[src/rtl/irtx_pkg.sv]
package irtx_pkg;

    localparam int DUR_W = 15;

    typedef enum logic [1:0] {
        SRC_DESC = 2'd0,
        SRC_SOFT = 2'd1,
        SRC_UART = 2'd2,
        SRC_OFF  = 2'd3
    } irtx_src_e;

    typedef enum logic [1:0] {
        ST_IDLE   = 2'd0,
        ST_PLAY   = 2'd1,
        ST_FOLLOW = 2'd2
    } irtx_state_e;

    typedef struct packed {
        logic             level;
        logic [DUR_W-1:0] ticks;
    } irtx_desc_t;

endpackage

[src/rtl/irtx_desc_fifo.sv]
module irtx_desc_fifo
    import irtx_pkg::*;
#(
    parameter int DEPTH = 8
) (
    input  logic       clk,
    input  logic       rst_n,
    input  logic       push,
    input  irtx_desc_t wdata,
    input  logic       pop,
    output irtx_desc_t head,
    output logic       full,
    output logic       empty
);
    localparam int AW = (DEPTH > 1) ? $clog2(DEPTH) : 1;
    localparam int CW = $clog2(DEPTH + 1);

    irtx_desc_t      mem [DEPTH];
    logic [AW-1:0]   wr_ptr;
    logic [AW-1:0]   rd_ptr;
    logic [CW-1:0]   count;
    logic            do_push;
    logic            do_pop;

    assign full    = (count == CW'(DEPTH));
    assign empty   = (count == '0);
    assign do_push = push && !full;
    assign do_pop  = pop && !empty;
    assign head    = mem[rd_ptr];

    function automatic logic [AW-1:0] bump(input logic [AW-1:0] p);
        return (p == AW'(DEPTH - 1)) ? '0 : p + 1'b1;
    endfunction

    always_ff @(posedge clk) begin
        if (do_push) begin
            mem[wr_ptr] <= wdata;
        end
    end

    always_ff @(posedge clk or negedge rst_n) begin
        if (!rst_n) begin
            wr_ptr <= '0;
            rd_ptr <= '0;
            count  <= '0;
        end else begin
            if (do_push) wr_ptr <= bump(wr_ptr);
            if (do_pop)  rd_ptr <= bump(rd_ptr);
            case ({do_push, do_pop})
                2'b10:   count <= count + 1'b1;
                2'b01:   count <= count - 1'b1;
                default: count <= count;
            endcase
        end
    end

    // a push into a full queue leaves the fill level untouched
    a_r3_no_overflow: assert property (@(posedge clk) disable iff (!rst_n)
        (push && full && !pop) |=> (count == $past(count)));

    // the sequencer only pops when data is present
    a_r12_no_underflow: assert property (@(posedge clk) disable iff (!rst_n)
        pop |-> !empty);

endmodule

[src/rtl/irtx_carrier.sv]
module irtx_carrier #(
    parameter int CW = 12
) (
    input  logic          clk,
    input  logic          rst_n,
    input  logic          mark,
    input  logic [CW-1:0] period,
    input  logic [CW-1:0] high_time,
    output logic          car_on
);
    logic [CW-1:0] phase;
    logic [CW:0]   phase_nxt;

    assign phase_nxt = {1'b0, phase} + 1'b1;
    assign car_on    = mark && (phase < high_time);

    always_ff @(posedge clk or negedge rst_n) begin
        if (!rst_n) begin
            phase <= '0;
        end else if (!mark) begin
            phase <= '0;
        end else if (phase_nxt >= {1'b0, period}) begin
            phase <= '0;
        end else begin
            phase <= phase_nxt[CW-1:0];
        end
    end

    // the first clock of each mark begins a whole carrier pulse
    a_r4_first_pulse: assert property (@(posedge clk) disable iff (!rst_n)
        ($rose(mark) && (high_time != '0)) |-> car_on);

    // during a space the carrier is idle
    a_r4_space_quiet: assert property (@(posedge clk) disable iff (!rst_n)
        !mark |-> !car_on);

endmodule

[src/rtl/irtx_seq.sv]
module irtx_seq
    import irtx_pkg::*;
#(
    parameter int TICK_CLKS = 100
) (
    input  logic       clk,
    input  logic       rst_n,
    input  logic [1:0] src_sel,
    input  logic       sw_level,
    input  logic       uart_txd,
    input  irtx_desc_t head,
    input  logic       fifo_empty,
    output logic       pop,
    output logic       mark,
    output logic       busy,
    output logic       done
);
    localparam int TW = (TICK_CLKS > 1) ? $clog2(TICK_CLKS) : 1;
    localparam logic [TW-1:0] TICK_LAST = TW'(TICK_CLKS - 1);

    irtx_state_e      state, state_nxt;
    logic             level_q;
    logic [DUR_W-1:0] remain;
    logic [TW-1:0]    tick_q;
    logic             done_q;
    logic             tick_wrap;
    logic             seg_end;
    logic             start_play;
    logic             load;
    logic             live_src;

    assign live_src   = (src_sel == SRC_SOFT) || (src_sel == SRC_UART);
    assign tick_wrap  = (tick_q == TICK_LAST);
    assign seg_end    = (state == ST_PLAY) && tick_wrap && (remain == 1);
    assign start_play = (state == ST_IDLE) && (src_sel == SRC_DESC) && !fifo_empty;
    assign load       = start_play || (seg_end && !fifo_empty);

    // next-state logic
    always_comb begin
        state_nxt = state;
        unique case (state)
            ST_IDLE: begin
                if (start_play)    state_nxt = ST_PLAY;    // start_play
                else if (live_src) state_nxt = ST_FOLLOW;  // follow
            end
            ST_PLAY: begin
                if (seg_end && fifo_empty) state_nxt = ST_IDLE;  // drained
            end
            ST_FOLLOW: begin
                if (!live_src) state_nxt = ST_IDLE;  // unfollow
            end
            default: state_nxt = ST_IDLE;
        endcase
    end

    // state register and datapath registers
    always_ff @(posedge clk or negedge rst_n) begin
        if (!rst_n) begin
            state   <= ST_IDLE;
            level_q <= 1'b0;
            remain  <= '0;
            tick_q  <= '0;
            done_q  <= 1'b0;
        end else begin
            state <= state_nxt;
            if (load) begin
                level_q <= head.level;
                remain  <= (head.ticks == '0) ? DUR_W'(1) : head.ticks;
                tick_q  <= '0;
            end else if (state == ST_PLAY) begin
                if (tick_wrap) begin
                    tick_q <= '0;
                    remain <= remain - 1'b1;
                end else begin
                    tick_q <= tick_q + 1'b1;
                end
            end
            if (start_play) begin
                done_q <= 1'b0;
            end else if (seg_end && fifo_empty) begin
                done_q <= 1'b1;
            end
        end
    end

    // outputs
    always_comb begin
        mark = 1'b0;
        unique case (state)
            ST_PLAY:   mark = level_q;
            ST_FOLLOW: begin
                if (src_sel == SRC_SOFT)      mark = sw_level;
                else if (src_sel == SRC_UART) mark = !uart_txd;
                else                          mark = 1'b0;
            end
            default:   mark = 1'b0;
        endcase
    end

    assign busy = (state == ST_PLAY);
    assign done = done_q;
    assign pop  = load;

    // playback is not left before its queue drains, whatever the select
    a_r11_busy_holds: assert property (@(posedge clk) disable iff (!rst_n)
        ((state == ST_PLAY) && !seg_end) |=> (state == ST_PLAY));

    // done and busy never overlap
    a_r7_done_not_busy: assert property (@(posedge clk) disable iff (!rst_n)
        done |-> !busy);

    // playback only begins with queued data
    a_r12_start_data: assert property (@(posedge clk) disable iff (!rst_n)
        $rose(busy) |-> $past(!fifo_empty));

    // an active segment always has ticks left
    a_r2_remain_live: assert property (@(posedge clk) disable iff (!rst_n)
        busy |-> (remain != '0));

endmodule

[src/rtl/irtx_modulator.sv]
module irtx_modulator
    import irtx_pkg::*;
#(
    parameter int TICK_CLKS  = 100,
    parameter int FIFO_DEPTH = 8,
    parameter int CAR_W      = 12
) (
    input  logic             clk,
    input  logic             rst_n,
    input  logic [1:0]       cfg_src_sel,
    input  logic             cfg_modulate,
    input  logic [CAR_W-1:0] cfg_car_period,
    input  logic [CAR_W-1:0] cfg_car_high,
    input  logic             sw_level,
    input  logic             uart_txd,
    input  logic             desc_push,
    input  logic             desc_level,
    input  logic [14:0]      desc_ticks,
    output logic             desc_full,
    output logic             fifo_empty,
    output logic             busy,
    output logic             done,
    output logic             ir_tx
);
    irtx_desc_t wdesc;
    irtx_desc_t head;
    logic       pop;
    logic       mark;
    logic       car_on;
    logic       ir_q;

    assign wdesc.level = desc_level;
    assign wdesc.ticks = desc_ticks;

    irtx_desc_fifo #(.DEPTH(FIFO_DEPTH)) u_fifo (
        .clk   (clk),
        .rst_n (rst_n),
        .push  (desc_push),
        .wdata (wdesc),
        .pop   (pop),
        .head  (head),
        .full  (desc_full),
        .empty (fifo_empty)
    );

    irtx_seq #(.TICK_CLKS(TICK_CLKS)) u_seq (
        .clk        (clk),
        .rst_n      (rst_n),
        .src_sel    (cfg_src_sel),
        .sw_level   (sw_level),
        .uart_txd   (uart_txd),
        .head       (head),
        .fifo_empty (fifo_empty),
        .pop        (pop),
        .mark       (mark),
        .busy       (busy),
        .done       (done)
    );

    irtx_carrier #(.CW(CAR_W)) u_car (
        .clk       (clk),
        .rst_n     (rst_n),
        .mark      (mark),
        .period    (cfg_car_period),
        .high_time (cfg_car_high),
        .car_on    (car_on)
    );

    always_ff @(posedge clk or negedge rst_n) begin
        if (!rst_n) ir_q <= 1'b0;
        else        ir_q <= mark && (!cfg_modulate || car_on);
    end

    assign ir_tx = ir_q;

    // a space yields a low output one clock later
    a_r6_space_low: assert property (@(posedge clk) disable iff (!rst_n)
        !mark |=> !ir_tx);

    // unmodulated marks pass straight through one clock later
    a_r5_plain_mark: assert property (@(posedge clk) disable iff (!rst_n)
        (mark && !cfg_modulate) |=> ir_tx);

endmodule

[config.mk]
export PLATFORM = sky130hd
export DESIGN_NAME = irtx_modulator
export DESIGN_NICKNAME = d
export VERILOG_FILES = /design/src/rtl/irtx_pkg.sv /design/src/rtl/irtx_desc_fifo.sv /design/src/rtl/irtx_carrier.sv /design/src/rtl/irtx_seq.sv /design/src/rtl/irtx_modulator.sv
export SDC_FILE = /design/constraint.sdc
export NUM_CORES = 1
export LEC_CHECK = 0
export BUFFER_PORTS_ARGS = -buffer_cell sky130_fd_sc_hd__buf_4
export CAP_MARGIN = 20
export CORE_MARGIN = 4
export CORE_UTILIZATION = 55
export CTS_CLUSTER_DIAMETER = 120
export CTS_CLUSTER_SIZE = 28
export DETAILED_ROUTE_END_ITERATION = 16
export GPL_TIMING_DRIVEN = 1
export PLACE_DENSITY = 0.76
export SLEW_MARGIN = 15
export SYNTH_ARGS = -nofsm -noshare
export SYNTH_HDL_FRONTEND = slang
export SYNTH_SLANG_ARGS = --single-unit
[constraint.sdc]
create_clock -name clk -period 3.3 [get_ports clk]
set_input_delay 0.165 -clock clk [delete_from_list [all_inputs] [get_ports clk]]
set_output_delay 0.165 -clock clk [all_outputs]
set_load 0.005 [all_outputs]
# Word level (Yosys, flattened, before mapping)
# Memories as Yosys holds them, arrays and structs flattened.
# Index checks and enable logic that the tools add are counted.
# word_totals
out_inout_bits,5
ram_bits,128
mem_bits_ro,0
wordCells,85
ff_bits,49
inputBits,48
memories,1
latch_bits,0
# classes
n_shift,0
n_mux,24
reduce_logical,27
n_addsub,7
n_div,0
bitwise,0
n_lt_le_gt_ge,2
eq_ne,14
mul,0
# mem_list
memory,words,word_bits,rd,rd_ports_with_merged_regs,wr,line,source
u_fifo.mem,8,16,1,0,1,irtx_desc_fifo.sv:18,irtx_desc_t mem [DEPTH];
# ops
operator,count
2-to-1 mux 15 bit,4
2-to-1 mux 12 bit,2
2-to-1 mux 7 bit,3
"equality test 15 x 1 -> 1 bit, second input constant",1
zero test 15 bit,1
"subtractor 15 x 1 -> 15 bit, second input constant",1
"adder 12 x 1 -> 13 bit, second input constant",1
>= comparator 13 x 12 -> 1 bit,1
less-than comparator 12 bit,1
logical AND 1 bit,10
2-to-1 mux 2 bit,4
one-hot mux 4 bit (2 select lines),1
nonzero test 2 bit,4
"adder 7 x 1 -> 7 bit, second input constant",1
"equality test 7 bit, second input constant",1
"adder 3 x 1 -> 3 bit, second input constant",2
"equality test 2 x 1 -> 1 bit, second input constant",3
"equality test 2 bit, second input constant",3
"equality test 3 bit, second input constant",2
2-to-1 mux 1 bit,6
2-to-1 mux 3 bit,2
one-hot mux 2 bit (3 select lines),1
"adder 4 x 1 -> 4 bit, second input constant",1
"equality test 4 bit, second input constant",1
11 further kinds,17

# Logic depth before layout (Yosys ltp)
# Gate-level depths: netlist of the first run.
# logic_depth
word_depth,8
depth_mapped,15
ltp_nobuf,13

# By module
# From an unflattened synthesis of the first run, not the netlist that was laid out.
# unflattened
hier_cells,573
area_unflattened_um2,8558.2
# modules_own_cells
module,n_inst,cells_each,area_per_inst_um2
irtx_desc_fifo,1,256,5616.6
irtx_seq,1,183,1652.8
irtx_carrier,1,131,1252.5
irtx_modulator,1,3,36.3

# Least setup slack after synthesis of the first run
# Ideal clock, no wire load.
# synth_timing
path_type,register -> register
startpoint,reg u_seq.state[1]
endpoint,reg u_fifo.count[2]
path_slack_ns,0.124
path_stages_with_launch,16
period_less_slack_ns,3.176
required_time_ns,3.174
arrival_time_ns,3.050
cell_sequence,dfrtp_1 -> inv_1 -> ha_1 -> buf_2 -> inv_1 -> nor4b_1 -> a41oi_4 -> inv_2 -> buf_2 -> ha_1 -> xor2_1 -> ha_1 -> a21oi_1 -> xor2_1 -> nor2_1 -> xor2_1
# synth_via
elab_chain_cells,8
# synth_lines
item,line,source
"start, declared",irtx_seq.sv:21,"irtx_state_e state, state_nxt;"
"start signal, assigned",irtx_seq.sv:65,state <= state_nxt;
equality test 2 x 1 -> 1 bit *,n/a,
named net busy,irtx_modulator.sv:21,"output logic busy,"
logical AND 1 bit * (2 in a row),irtx_seq.sv:34,assign seg_end = (state == ST_PLAY) && tick_wrap && (remain == 1);
logical AND 1 bit *,irtx_seq.sv:36,assign load = start_play || (seg_end && !fifo_empty);
logical OR 1 bit *,irtx_seq.sv:36,
logical AND 1 bit *,irtx_desc_fifo.sv:28,assign do_pop = pop && !empty;
named net u_fifo.do_pop,irtx_desc_fifo.sv:23,logic do_pop;
equality test 2 x 1 -> 1 bit or equality test 2 bit (tied branches),irtx_desc_fifo.sv:49,"case ({do_push, do_pop})"
one-hot mux 4 bit (2 select lines) or nonzero test 2 bit (tied branches),n/a,
"end signal, assigned",irtx_desc_fifo.sv:50,2'b10: count <= count + 1'b1;
"end signal, assigned",irtx_desc_fifo.sv:51,2'b01: count <= count - 1'b1;
"end signal, assigned",irtx_desc_fifo.sv:52,default: count <= count;
"end, declared",irtx_desc_fifo.sv:21,logic [CW-1:0] count;
# The timed path passes the listed nets; every way through them passes the cells marked *.
# A chain may end at the register's enable or synchronous reset.

# Worst setup path after layout of the first run
# layout_timing
startpoint,reg u_fifo.count[2]
endpoint,reg u_fifo.count[2]
# layout_via
elab_chain_cells,7
# layout_lines
item,line,source
zero test 4 bit,irtx_desc_fifo.sv:26,assign empty = (count == '0);
zero test 1 bit,"irtx_desc_fifo.sv:28, irtx_seq.sv:35, irtx_seq.sv:36",
logical AND 1 bit (on tied branches),"irtx_seq.sv:35, irtx_seq.sv:36",
logical OR 1 bit,irtx_seq.sv:36,
logical AND 1 bit,irtx_desc_fifo.sv:28,
equality test 2 x 1 -> 1 bit or equality test 2 bit (tied branches),irtx_desc_fifo.sv:49,
one-hot mux 4 bit (2 select lines) or nonzero test 2 bit (tied branches),n/a,
# Several ways; a longest one is shown, not always the timed one.

==> results of run 1 <==
[layer usage]
layer  track usage  vias to the layer above  wire, um
met5             0                        -         0
met4        0.0700                        0       241
met3        0.0489                       26      1040
met2         0.354                      173      8860
met1         0.260                     2730      7050
li1              -                     2511         -
[final timing paths]
path | cells past startpoint | slack (ns) | start | end
worst max register to register | 11 | 0.25 | u_fifo.count[2] | u_fifo.count[2]
max in group asynchronous | 2 | 2.52 | rst_n | u_fifo.rd_ptr[1]
min in group asynchronous | 2 | 0.30 | rst_n | u_seq.tick_q[0]
worst max-delay path | 11 | 0.25 | u_fifo.count[2] | u_fifo.count[2]
worst min-delay path | 4 | 0.13 | cfg_car_high[11] | ir_tx
worst min register to register | 1 | 0.48 | u_seq.done | u_seq.done
[cell type report]
cell class	count	area [um2]
timing repair buffer	86	703
inverter	36	135
clock buffer	21	470
clock inverter	11	186
tap	188	235
multi-input combinational	375	3150
fill	1080	5200
sequential	177	5070
[what timing repair did]
item                                    in CTS  in global routing
resized for setup                            0                  2
endpoints found under the setup margin       0                  7
hold buffers                                18                  0
hold endpoints to repair                   178                  0
[power by group through the flow]
stage | Sequential, uW | Clock (uW) | Combinational, uW
2_1_floorplan | 3050 | 0 | 1510
3_3_place_gp | 3170 | 0 | 1900
3_5_place_dp | 3210 | 0 | 1980
4_1_cts | 3170 | 2240 | 2020
5_1_grt | 3220 | 2340 | 2200
6_report | 3170 | 2200 | 2000
[worst max-delay path, stage by stage, from the launching register on]
cell and delay [ns]:
dfrtp_1 0.45, or4_1 0.70, and3_1 0.33, a41oi_4 0.21, inv_2 0.07, ha_1 0.26, xor2_1 0.18, ha_1 0.19
a21oi_1 0.16, xor2_1 0.16, nor2_1 0.07, xor2_1 0.14
[per-stage QoR]
step / cells / cell area [um2]
finish: 894 / 9950
global route: 894 / 9950
CTS: 894 / 9950
detailed placement: 844 / 9110
global placement: 843 / 9100
floorplan: 614 / 8450
[synth_stat cells, types with 2 or more instances]
| library cell | n |
|---|---|
| ha_1 | 40 |
| a31oi_1 | 7 |
| mux2i_1 | 4 |
| o21a_1 | 3 |
| nand3_1 | 15 |
| clkbuf_1 | 12 |
| buf_1 | 3 |
| buf_6 | 3 |
| nor3_1 | 34 |
| a211oi_1 | 14 |
| and2_1 | 3 |
| nand2_1 | 23 |
| a21oi_1 | 23 |
| nand2b_1 | 5 |
| o22a_1 | 4 |
| edfxtp_1 | 128 |
| nor4_1 | 8 |
| inv_1 | 35 |
| xnor2_1 | 7 |
| buf_2 | 8 |
| dfrtp_1 | 49 |
| mux4_2 | 32 |
| xor2_1 | 10 |
| nor2_1 | 38 |
| nor2b_1 | 12 |
| a21o_1 | 10 |
| mux2_2 | 13 |
| o21ai_0 | 18 |
| or4_1 | 2 |
| nor3b_1 | 11 |
| a2111oi_0 | 5 |
| nand4_1 | 15 |
[flip-flops by register name (all words and copies together), names as in the netlist]
name / flops
u_fifo.mem: 128
u_seq.remain: 15
u_car.phase: 12
u_seq.tick_q: 7
u_fifo.count: 4
u_fifo.rd_ptr: 3
u_fifo.wr_ptr: 3
u_seq.state: 2
ir_tx: 1
u_seq.done: 1
u_seq.level_q: 1
[cell usage in the layout (no fill, tap or decap), types with 11 or more instances in the layout]
cell / instances
mux2_2: 13
dlygate4sd3_1: 18
nor3b_1: 11
inv_1: 35
nand4_1: 15
ha_1: 39
nor2b_1: 12
nand2_1: 23
clkbuf_16: 17
a211oi_1: 14
o21ai_0: 17
edfxtp_1: 128
mux4_2: 32
buf_4: 67
dfrtp_1: 48
nor3_1: 30
nor2_1: 38
a21oi_1: 23
nand3_1: 15
[logic make-up after synthesis]
group / Yosys count / synth area share
muxes: 49 / 0.107
adders and majority gates: 40 / 0.0592
and+or+nand+nor: 176 / 0.111
AOI/OAI and AO/OA: 93 / 0.0737
xor gates and xnor gates: 17 / 0.0176
DFF: 177 / 0.600
buffers and inverters: 62 / 0.0314
==> flow_metrics.tcl, run 1 <==
set metrics [dict create \
    status "finished, final reports clean" \
    internal_power_uw 5100 \
    dp_hpwl_um 11100 \
    path_clk_slew_ns 0.06 \
    syn_area_mm2 0.00845 \
    ir_worst_vdd_mv 0.594 \
    finalHoldViolations 0 \
    p_leak_uw 0.00386 \
    gp_congestion 0.867 \
    wl_um 17200 \
    drc 0 \
    hold_slack_ns 0.126 \
    antenna_found_initial 0 \
    yosysTopAreaCell "edfxtp_1" \
    worstSkewPairLatency_ns 0.43 \
    power_switching_uw 2270 \
    synth_edf_count 128 \
    p_total_uw 7370 \
    cts_buffers 17 \
    cp_data_arrival_time_ns 3.35 \
    post-place-ws_ns 0.267 \
    die_w_um 132 \
    cts_tree "built" \
    async_flop_share 0.277 \
    synth.distinct_cells 52 \
    cts.root.buffer_cell "clkbuf_16" \
    post_cts_buffers 0 \
    holdCritPathClass "in -> reg" \
    yosysWarnings 0 \
    worst_slack_ns 0.245 \
    grt_pass1_wl_um 28500 \
    grt_usage 0.207 \
    wire_per_inst_um 19.2 \
    setup_viol 0 \
    drtPass1Iterations 5 \
    initial_core_util 0.558 \
    diodes 0 \
    startpoint_type "register" \
    synth-seq-cells 177 \
    syn-num-nets 702 \
    synth_top_area_frac 0.455 \
    grt-ovfl-total 0 \
    final.setup.tns_ns 0 \
    cts_buffer_depth 2 \
    vias 5440 \
    netlist_instances 614 \
    grt_pass1_vias 5570 \
    worstPathMaxFanout 6 \
    pwr-share-comb 0.272 \
    synth_seq_area_share 0.600 \
    vias_per_cell 6.09 \
    die_area_mm2 0.0174 \
    final_util 0.657 \
    drive_gt1_frac 0.221 \
    finalCritPeriodShare 0.926 \
    synth.area.top_cells "edfxtp_1 45%, dfrtp_1 15%, mux4_2 8.5%" \
    tightest_slew_ns 0.831 \
    final_max_slew_viol_count 0 \
    seq_power_share 0.430 \
    dr.first_iter.drc_count 293 \
    min_period_ns 3.05 \
    p_clk_frac 0.299 \
    p_per_area_mw_per_mm2 741 \
    netSwitchingFraction 0.308 \
    syn2layout_area_growth_pct 17.7 \
    cts_sinks 177 \
    max_slew_margin 0.446 \
    grt_max_degree 50 \
    die_h_um 132 \
    critical_path_required_ns 3.60 \
    rsz0062_at_grt "no" \
    worstSetupEndpointType "register" \
    maxClockFrequency_ghz 0.327 \
    num_rows 45 \
    critPathKind "reg -> reg" \
    ios 53 \
    antenna_left 0 \
    htree_levels 4 \
    io_buffers 52 \
    core_area_mm2 0.0151 \
    synth_ff_type "edfxtp_1" \
    maxCapViolCount 0 \
    finalNetCount 781 \
    clock-skew-final_ns 0.0120 \
    syn_area_per_cell_um2 13.8 \
]
No activity file was read; power rests on OpenSTA's default activity.
==> inputs of run 2 (changes only) <==
--- a/config.mk
+++ b/config.mk
@@ -7,13 +7,16 @@
 export LEC_CHECK = 0
 export BUFFER_PORTS_ARGS = -buffer_cell sky130_fd_sc_hd__buf_4
 export CAP_MARGIN = 20
+export CELL_PAD_IN_SITES_DETAIL_PLACEMENT = 1
+export CELL_PAD_IN_SITES_GLOBAL_PLACEMENT = 2
 export CORE_MARGIN = 4
-export CORE_UTILIZATION = 55
+export CORE_UTILIZATION = 43
 export CTS_CLUSTER_DIAMETER = 120
 export CTS_CLUSTER_SIZE = 28
 export DETAILED_ROUTE_END_ITERATION = 16
 export GPL_TIMING_DRIVEN = 1
-export PLACE_DENSITY = 0.76
+export PLACE_DENSITY_LB_ADDON = 0.1
+export RECOVER_POWER = 25
 export SLEW_MARGIN = 15
 export SYNTH_ARGS = -nofsm -noshare
 export SYNTH_HDL_FRONTEND = slang
==> constraint.sdc (replaced) <==
create_clock -name clk -period 3.4 [get_ports clk]
set_input_delay 0.17 -clock clk [delete_from_list [all_inputs] [get_ports clk]]
set_output_delay 0.17 -clock clk [all_outputs]
set_load 0.005 [all_outputs]
==> run 2 against run 1 <==
Effect of this change: final cell count increased by 8.9%; sequential share of layout area is the same; largest power group unchanged; utilization decreased by 14 points; fmax shrank 0.31%; register-to-register slack better by 0.09 ns; non-clock buffer count rose by 3; flip-flop and latch count unchanged.
==> flow_metrics.tcl, run 2 (synthesized netlist as in run 1, its figures left out) <==
set metrics [dict create \
    status "finished, final reports clean" \
    slowest_delay_ns 0.69 \
    grt_pass1_vias 5576 \
    antenna_left 0 \
    grt_max_degree 50 \
    hold_start "cfg_car_high[11]" \
    startpoint "u_fifo.count[2]" \
    largestRegisters "u_fifo.mem x128, u_seq.remain x15, u_car.phase x12" \
    cp_data_arrival_time_ns 3.37 \
    path_clk_slew_ns 0.07 \
    worstSetupEndpointType "register" \
    core_area_mm2 0.0194 \
    finalCritPeriodShare 0.901 \
    n_fill_cell 1959 \
    dr.first_iter.drc_count 269 \
    grt-ovfl-total 0 \
    p_leak_uw 0.00379 \
    antenna_found_initial 0 \
    initial_core_util 0.436 \
    finalNetCount 784 \
    worstPathMaxFanout 7 \
    p_total_uw 6980 \
    drive_gt1_frac 0.206 \
    tightest_slew_ns 0.989 \
    max_slew_margin 0.341 \
    drc 0 \
    ir_worst_vdd_mv 0.429 \
    worstSkewPairLatency_ns 0.42 \
    setup_viol 0 \
    grt_usage 0.177 \
    final_cell_mix "128 x edfxtp_1, 57 x buf_4, 48 x dfrtp_1" \
    critical_path_required_ns 3.71 \
    cts.root.buffer_cell "clkbuf_16" \
    cp_common_cell "xor2_1" \
    final_common_cell "edfxtp_1" \
    wire_per_inst_um 19.1 \
    dp_hpwl_um 12700 \
    holdCritPathClass "in -> reg" \
    critPathKind "reg -> reg" \
    final.setup.tns_ns 0 \
    cts-resized-gates 0 \
    htree_levels 4 \
    largest_reg_flops 128 \
    io_buffers 52 \
    min_period_ns 3.06 \
    maxCapViolCount 0 \
    ios 53 \
    post_cts_buffers 0 \
    drtPass1Iterations 5 \
    die_area_mm2 0.0220 \
    cts_buffers 17 \
    path_buf_inv 1 \
    finalHoldViolations 0 \
    startpoint_type "register" \
    cts_tree "built" \
    vias 5283 \
    cts_sinks 177 \
    crit_slowest_cell "or4_1" \
    wl_um 18600 \
    crit_chain "or4_1, and3_1, a41oi_4, inv_2, ha_1, xor2_1, ha_1, a21oi_1, xor2_1, nor2_1, xor2_1" \
    die_w_um 148 \
    final_max_slew_viol_count 0 \
    num_rows 51 \
    r2r-start "u_fifo.count[2]" \
    grt_pass1_wl_um 30400 \
    rsz0062_at_grt "no" \
    critical_path.top_delay_family "simple AND/OR/NAND/NOR gates" \
    maxClockFrequency_ghz 0.326 \
    syn2layout_area_growth_pct 17.7 \
    diodes 0 \
    clock-skew-final_ns 0.0102 \
    largest-register "u_fifo.mem" \
    die_h_um 148 \
    cts_buffer_depth 2 \
    p_per_area_mw_per_mm2 702 \
    cts.hold.buffers_added 18 \
    gp_congestion 0.789 \
    vias_per_cell 5.42 \
]
[run 2: cell types whose count changed in the layout (fill, tap and decap cells not counted), sizes merged]
cell / change
buf: -9
inv: +2
clkinvlp: +1
clkinv: +4
bufinv: -3
clkbuf: +8
[run 2: layer usage]
layer  vias to the layer above  share of wire  global-route usage  wire (um)
li1                       2517              -                   -          -
met1                      2678           0.45               0.237       8330
met2                        76           0.51               0.307       9560
met3                        12          0.031              0.0277        573
met4                         0         0.0088              0.0420        163
met5                         -              0                   0          0
[run 2: final cells by class]
| cell class | count | area (um2) | share of cell area |
|---|---|---|---|
| Clock buffer | 17 | 425 | 0.0428 |
| Clock inverter | 15 | 168 | 0.0169 |
| Inverter | 36 | 135 | 0.0136 |
| Multi-Input combinational cell | 375 | 3140 | 0.316 |
| Sequential cell | 177 | 5070 | 0.510 |
| Tap cell | 265 | 332 | 0.0333 |
| Timing Repair Buffer | 89 | 673 | 0.0677 |
[run 2: stage by stage]
stage          instances  hold slack, ns  setup WS (ns)  utilization  cell area (um2)
2_1_floorplan        614          -0.126          0.224            -             8450
3_3_place_gp         922           0.251          0.365        0.474             9200
3_5_place_dp         924           0.251          0.340        0.475             9220
4_1_cts              974           0.124          0.327        0.515             9990
5_1_grt              974           0.147         0.0687        0.513             9950
6_report             974           0.134          0.336        0.513             9950
[run 2: report_power, final]
| group | total [uW] | internal [uW] | switching, uW |
|---|---|---|---|
| Combinational | 1900 | 910 | 995 |
| Sequential | 3140 | 2720 | 413 |
| Clock | 1940 | 1050 | 887 |
| Total | 6980 | 4680 | 2290 |
[run 2: worst register-to-register path, stage by stage, from the launching register on]
cell	delay [ns]
dfrtp_1	0.45
or4_1	0.69
and3_1	0.33
a41oi_4	0.21
inv_2	0.10
ha_1	0.27
xor2_1	0.18
ha_1	0.19
a21oi_1	0.16
xor2_1	0.17
nor2_1	0.07
xor2_1	0.14
[run 2: worst paths after layout]
| path | endpoint | slack [ns] | depth (start not counted) |
|---|---|---|---|
| setup / recovery | u_fifo.count[2] | 0.34 | 11 |
| hold / removal | ir_tx | 0.13 | 4 |
| hold reg to reg | u_seq.done | 0.49 | 1 |
| min in group asynchronous | u_seq.done | 0.32 | 2 |
| max in group asynchronous | u_fifo.rd_ptr[1] | 2.60 | 2 |
| setup reg to reg | u_fifo.count[2] | 0.34 | 11 |
==> inputs of run 3 (changes only) <==
--- a/config.mk
+++ b/config.mk
@@ -10,7 +10,7 @@
 export CELL_PAD_IN_SITES_DETAIL_PLACEMENT = 1
 export CELL_PAD_IN_SITES_GLOBAL_PLACEMENT = 2
 export CORE_MARGIN = 4
-export CORE_UTILIZATION = 43
+export CORE_UTILIZATION = 47
 export CTS_CLUSTER_DIAMETER = 120
 export CTS_CLUSTER_SIZE = 28
 export DETAILED_ROUTE_END_ITERATION = 16
==> constraint.sdc (replaced) <==
create_clock -name clk -period 3.6 [get_ports clk]
set_input_delay 0.18 -clock clk [delete_from_list [all_inputs] [get_ports clk]]
set_output_delay 0.18 -clock clk [all_outputs]
set_load 0.005 [all_outputs]
==> run 3 against run 2 <==
Effect of this change: final cell count decreased by 4.3%; critical path depth increased by 3; design area decreased by 0.57%; worst setup slack improved by 0.18 ns; hold slack improved by 0.019 ns; clock power decreased by 5%; first-iteration DRC count increased by 12%; power decreased by 5.0%; clock skew increased by 0.0032 ns; combinational power decreased by 4%; critical endpoint unchanged.
==> flow_metrics.tcl, run 3 (synthesized netlist as in run 1, its figures left out) <==
set metrics [dict create \
    final.setup.tns_ns 0 \
    worstPathMaxFanout 9 \
    stdcell_area_mm2 0.00989 \
    n_fill_cell 1697 \
    holdCritPathClass "in -> reg" \
    tightest_slew_ns 1.10 \
    syn2layout_area_growth_pct 17.0 \
    path_clk_slew_ns 0.07 \
    ir_worst_vdd_mv 0.467 \
    grt_pass1_wl_um 32500 \
    largest_reg_flops 128 \
    cts_buffer_depth 2 \
    wire_per_inst_um 21.3 \
    die_h_um 142 \
    p_per_area_mw_per_mm2 670 \
    grt-ovfl-total 0 \
    dp_hpwl_um 13400 \
    die_w_um 142 \
    cp_data_arrival_time_ns 3.38 \
    status "finished, final reports clean" \
    vias_per_cell 5.78 \
    wl_um 19800 \
    htree_levels 4 \
    critical_path_required_ns 3.90 \
    seq_area_mm2 0.00507 \
    grt_usage 0.210 \
    startpoint_type "register" \
    maxCapViolCount 0 \
    p_leak_uw 0.00378 \
    largestRegisters "u_fifo.mem x128, u_seq.remain x15, u_car.phase x12" \
    final_max_slew_viol_count 0 \
    gp_congestion 0.828 \
    cts_sinks 177 \
    clock-skew-final_ns 0.0134 \
    core_area_mm2 0.0175 \
    io_buffers 52 \
    rsz0062_at_grt "no" \
    worstSkewPairLatency_ns 0.43 \
    ios 53 \
    max_slew_margin 0.266 \
    die_area_mm2 0.0202 \
    critPathKind "reg -> reg" \
    final_common_cell "edfxtp_1" \
    drtPass1Iterations 4 \
    setup_viol 0 \
    final_cell_mix "128 x edfxtp_1, 53 x buf_4, 48 x dfrtp_1" \
    min_period_ns 3.08 \
    post_cts_buffers 0 \
    diodes 0 \
    initial_core_util 0.484 \
    cts-resized-gates 0 \
    finalNetCount 782 \
    cts_buffers 17 \
    finalCritPeriodShare 0.856 \
    grt_max_degree 50 \
    multi_input_area_mm2 0.00315 \
    finalHoldViolations 0 \
    num_rows 48 \
    cts_tree "built" \
    cts.root.buffer_cell "clkbuf_16" \
    maxClockFrequency_ghz 0.325 \
    largest-register "u_fifo.mem" \
    post_dp_cell_area_mm2 0.00915 \
    antenna_left 0 \
    drive_gt1_frac 0.202 \
    antenna_found_initial 0 \
    vias 5390 \
    grt_pass1_vias 5802 \
    dr.first_iter.drc_count 301 \
    worstSetupEndpointType "register" \
    drc 0 \
]
==> run 3: cell types whose count changed in the layout (fill, tap and decap cells not counted) <==
cell,previous run,this run
nor3_2,5,4
nor3_4,0,1
inv_6,1,2
buf_4,57,53
bufinv_16,1,0
clkinv_1,1,0
clkinv_2,1,0
clkbuf_1,12,14
clkinv_8,1,3
clkinv_4,2,3
inv_8,7,4
inv_12,0,2
==> run 3: area by class of cell <==
| class | instances | area share |
|---|---|---|
| Sequential cell | 177 | 0.513 |
| Multi-Input combinational cell | 375 | 0.318 |
| Timing Repair Buffer | 87 | 0.0658 |
| Clock buffer | 17 | 0.0430 |
| Tap cell | 225 | 0.0285 |
| Clock inverter | 15 | 0.0180 |
| Inverter | 36 | 0.0137 |
==> run 3: per-layer routing <==
layer | vias up | GRT usage | routed length, um
met2 | 106 | 0.344 | 9840
met1 | 2761 | 0.297 | 8920
met5 | - | 0 | 0
met3 | 8 | 0.0440 | 947
met4 | 0 | 0.0364 | 117
li1 | 2515 | - | -
==> run 3: timing repair <==
action	4_1_cts	5_1_grt
endpoints found under the hold margin	178	0
endpoints found under the setup margin	0	0
hold buffers	18	0
==> run 3: power breakdown <==
part           leakage, uW  switching (uW)  internal (uW)  total, uW
Clock             0.000291             900            945       1840
Combinational      0.00169             967            855       1820
Sequential         0.00180             395           2570       2970
==> run 3: through the flow <==
step / hold slack [ns] / total power, uW / instances / util / worst slack, ns
2_1_floorplan: -0.116 / 4180 / 614 / - / 0.424
3_3_place_gp: 0.262 / 4730 / 880 / 0.523 / 0.659
3_5_place_dp: 0.264 / 4830 / 881 / 0.523 / 0.550
4_1_cts: 0.136 / 6710 / 931 / 0.568 / 0.507
5_1_grt: 0.169 / 7040 / 932 / 0.566 / 0.237
6_report: 0.153 / 6630 / 932 / 0.566 / 0.520
==> run 3: critical path: stages, from the launching register on <==
cell     delay, ns
dfrtp_1       0.39
inv_1         0.11
ha_1          0.39
inv_1         0.21
nor4b_1       0.36
buf_4         0.20
a41oi_4       0.12
inv_2         0.11
ha_1          0.26
xor2_1        0.10
ha_1          0.19
a21oi_1       0.15
xor2_1        0.17
nor2_1        0.07
xor2_1        0.14
==> run 3: worst paths after layout <==
kind                       slack [ns]        startpoint          endpoint  cells after the start
setup / recovery                 0.52    u_seq.state[1]   u_fifo.count[2]                     14
hold / removal                   0.15  cfg_car_high[11]             ir_tx                      4
setup reg to reg                 0.52    u_seq.state[1]   u_fifo.count[2]                     14
hold reg to reg                  0.49        u_seq.done        u_seq.done                      1
max in group asynchronous        2.80             rst_n  u_fifo.rd_ptr[1]                      2
min in group asynchronous        0.33             rst_n    u_car.phase[1]                      2
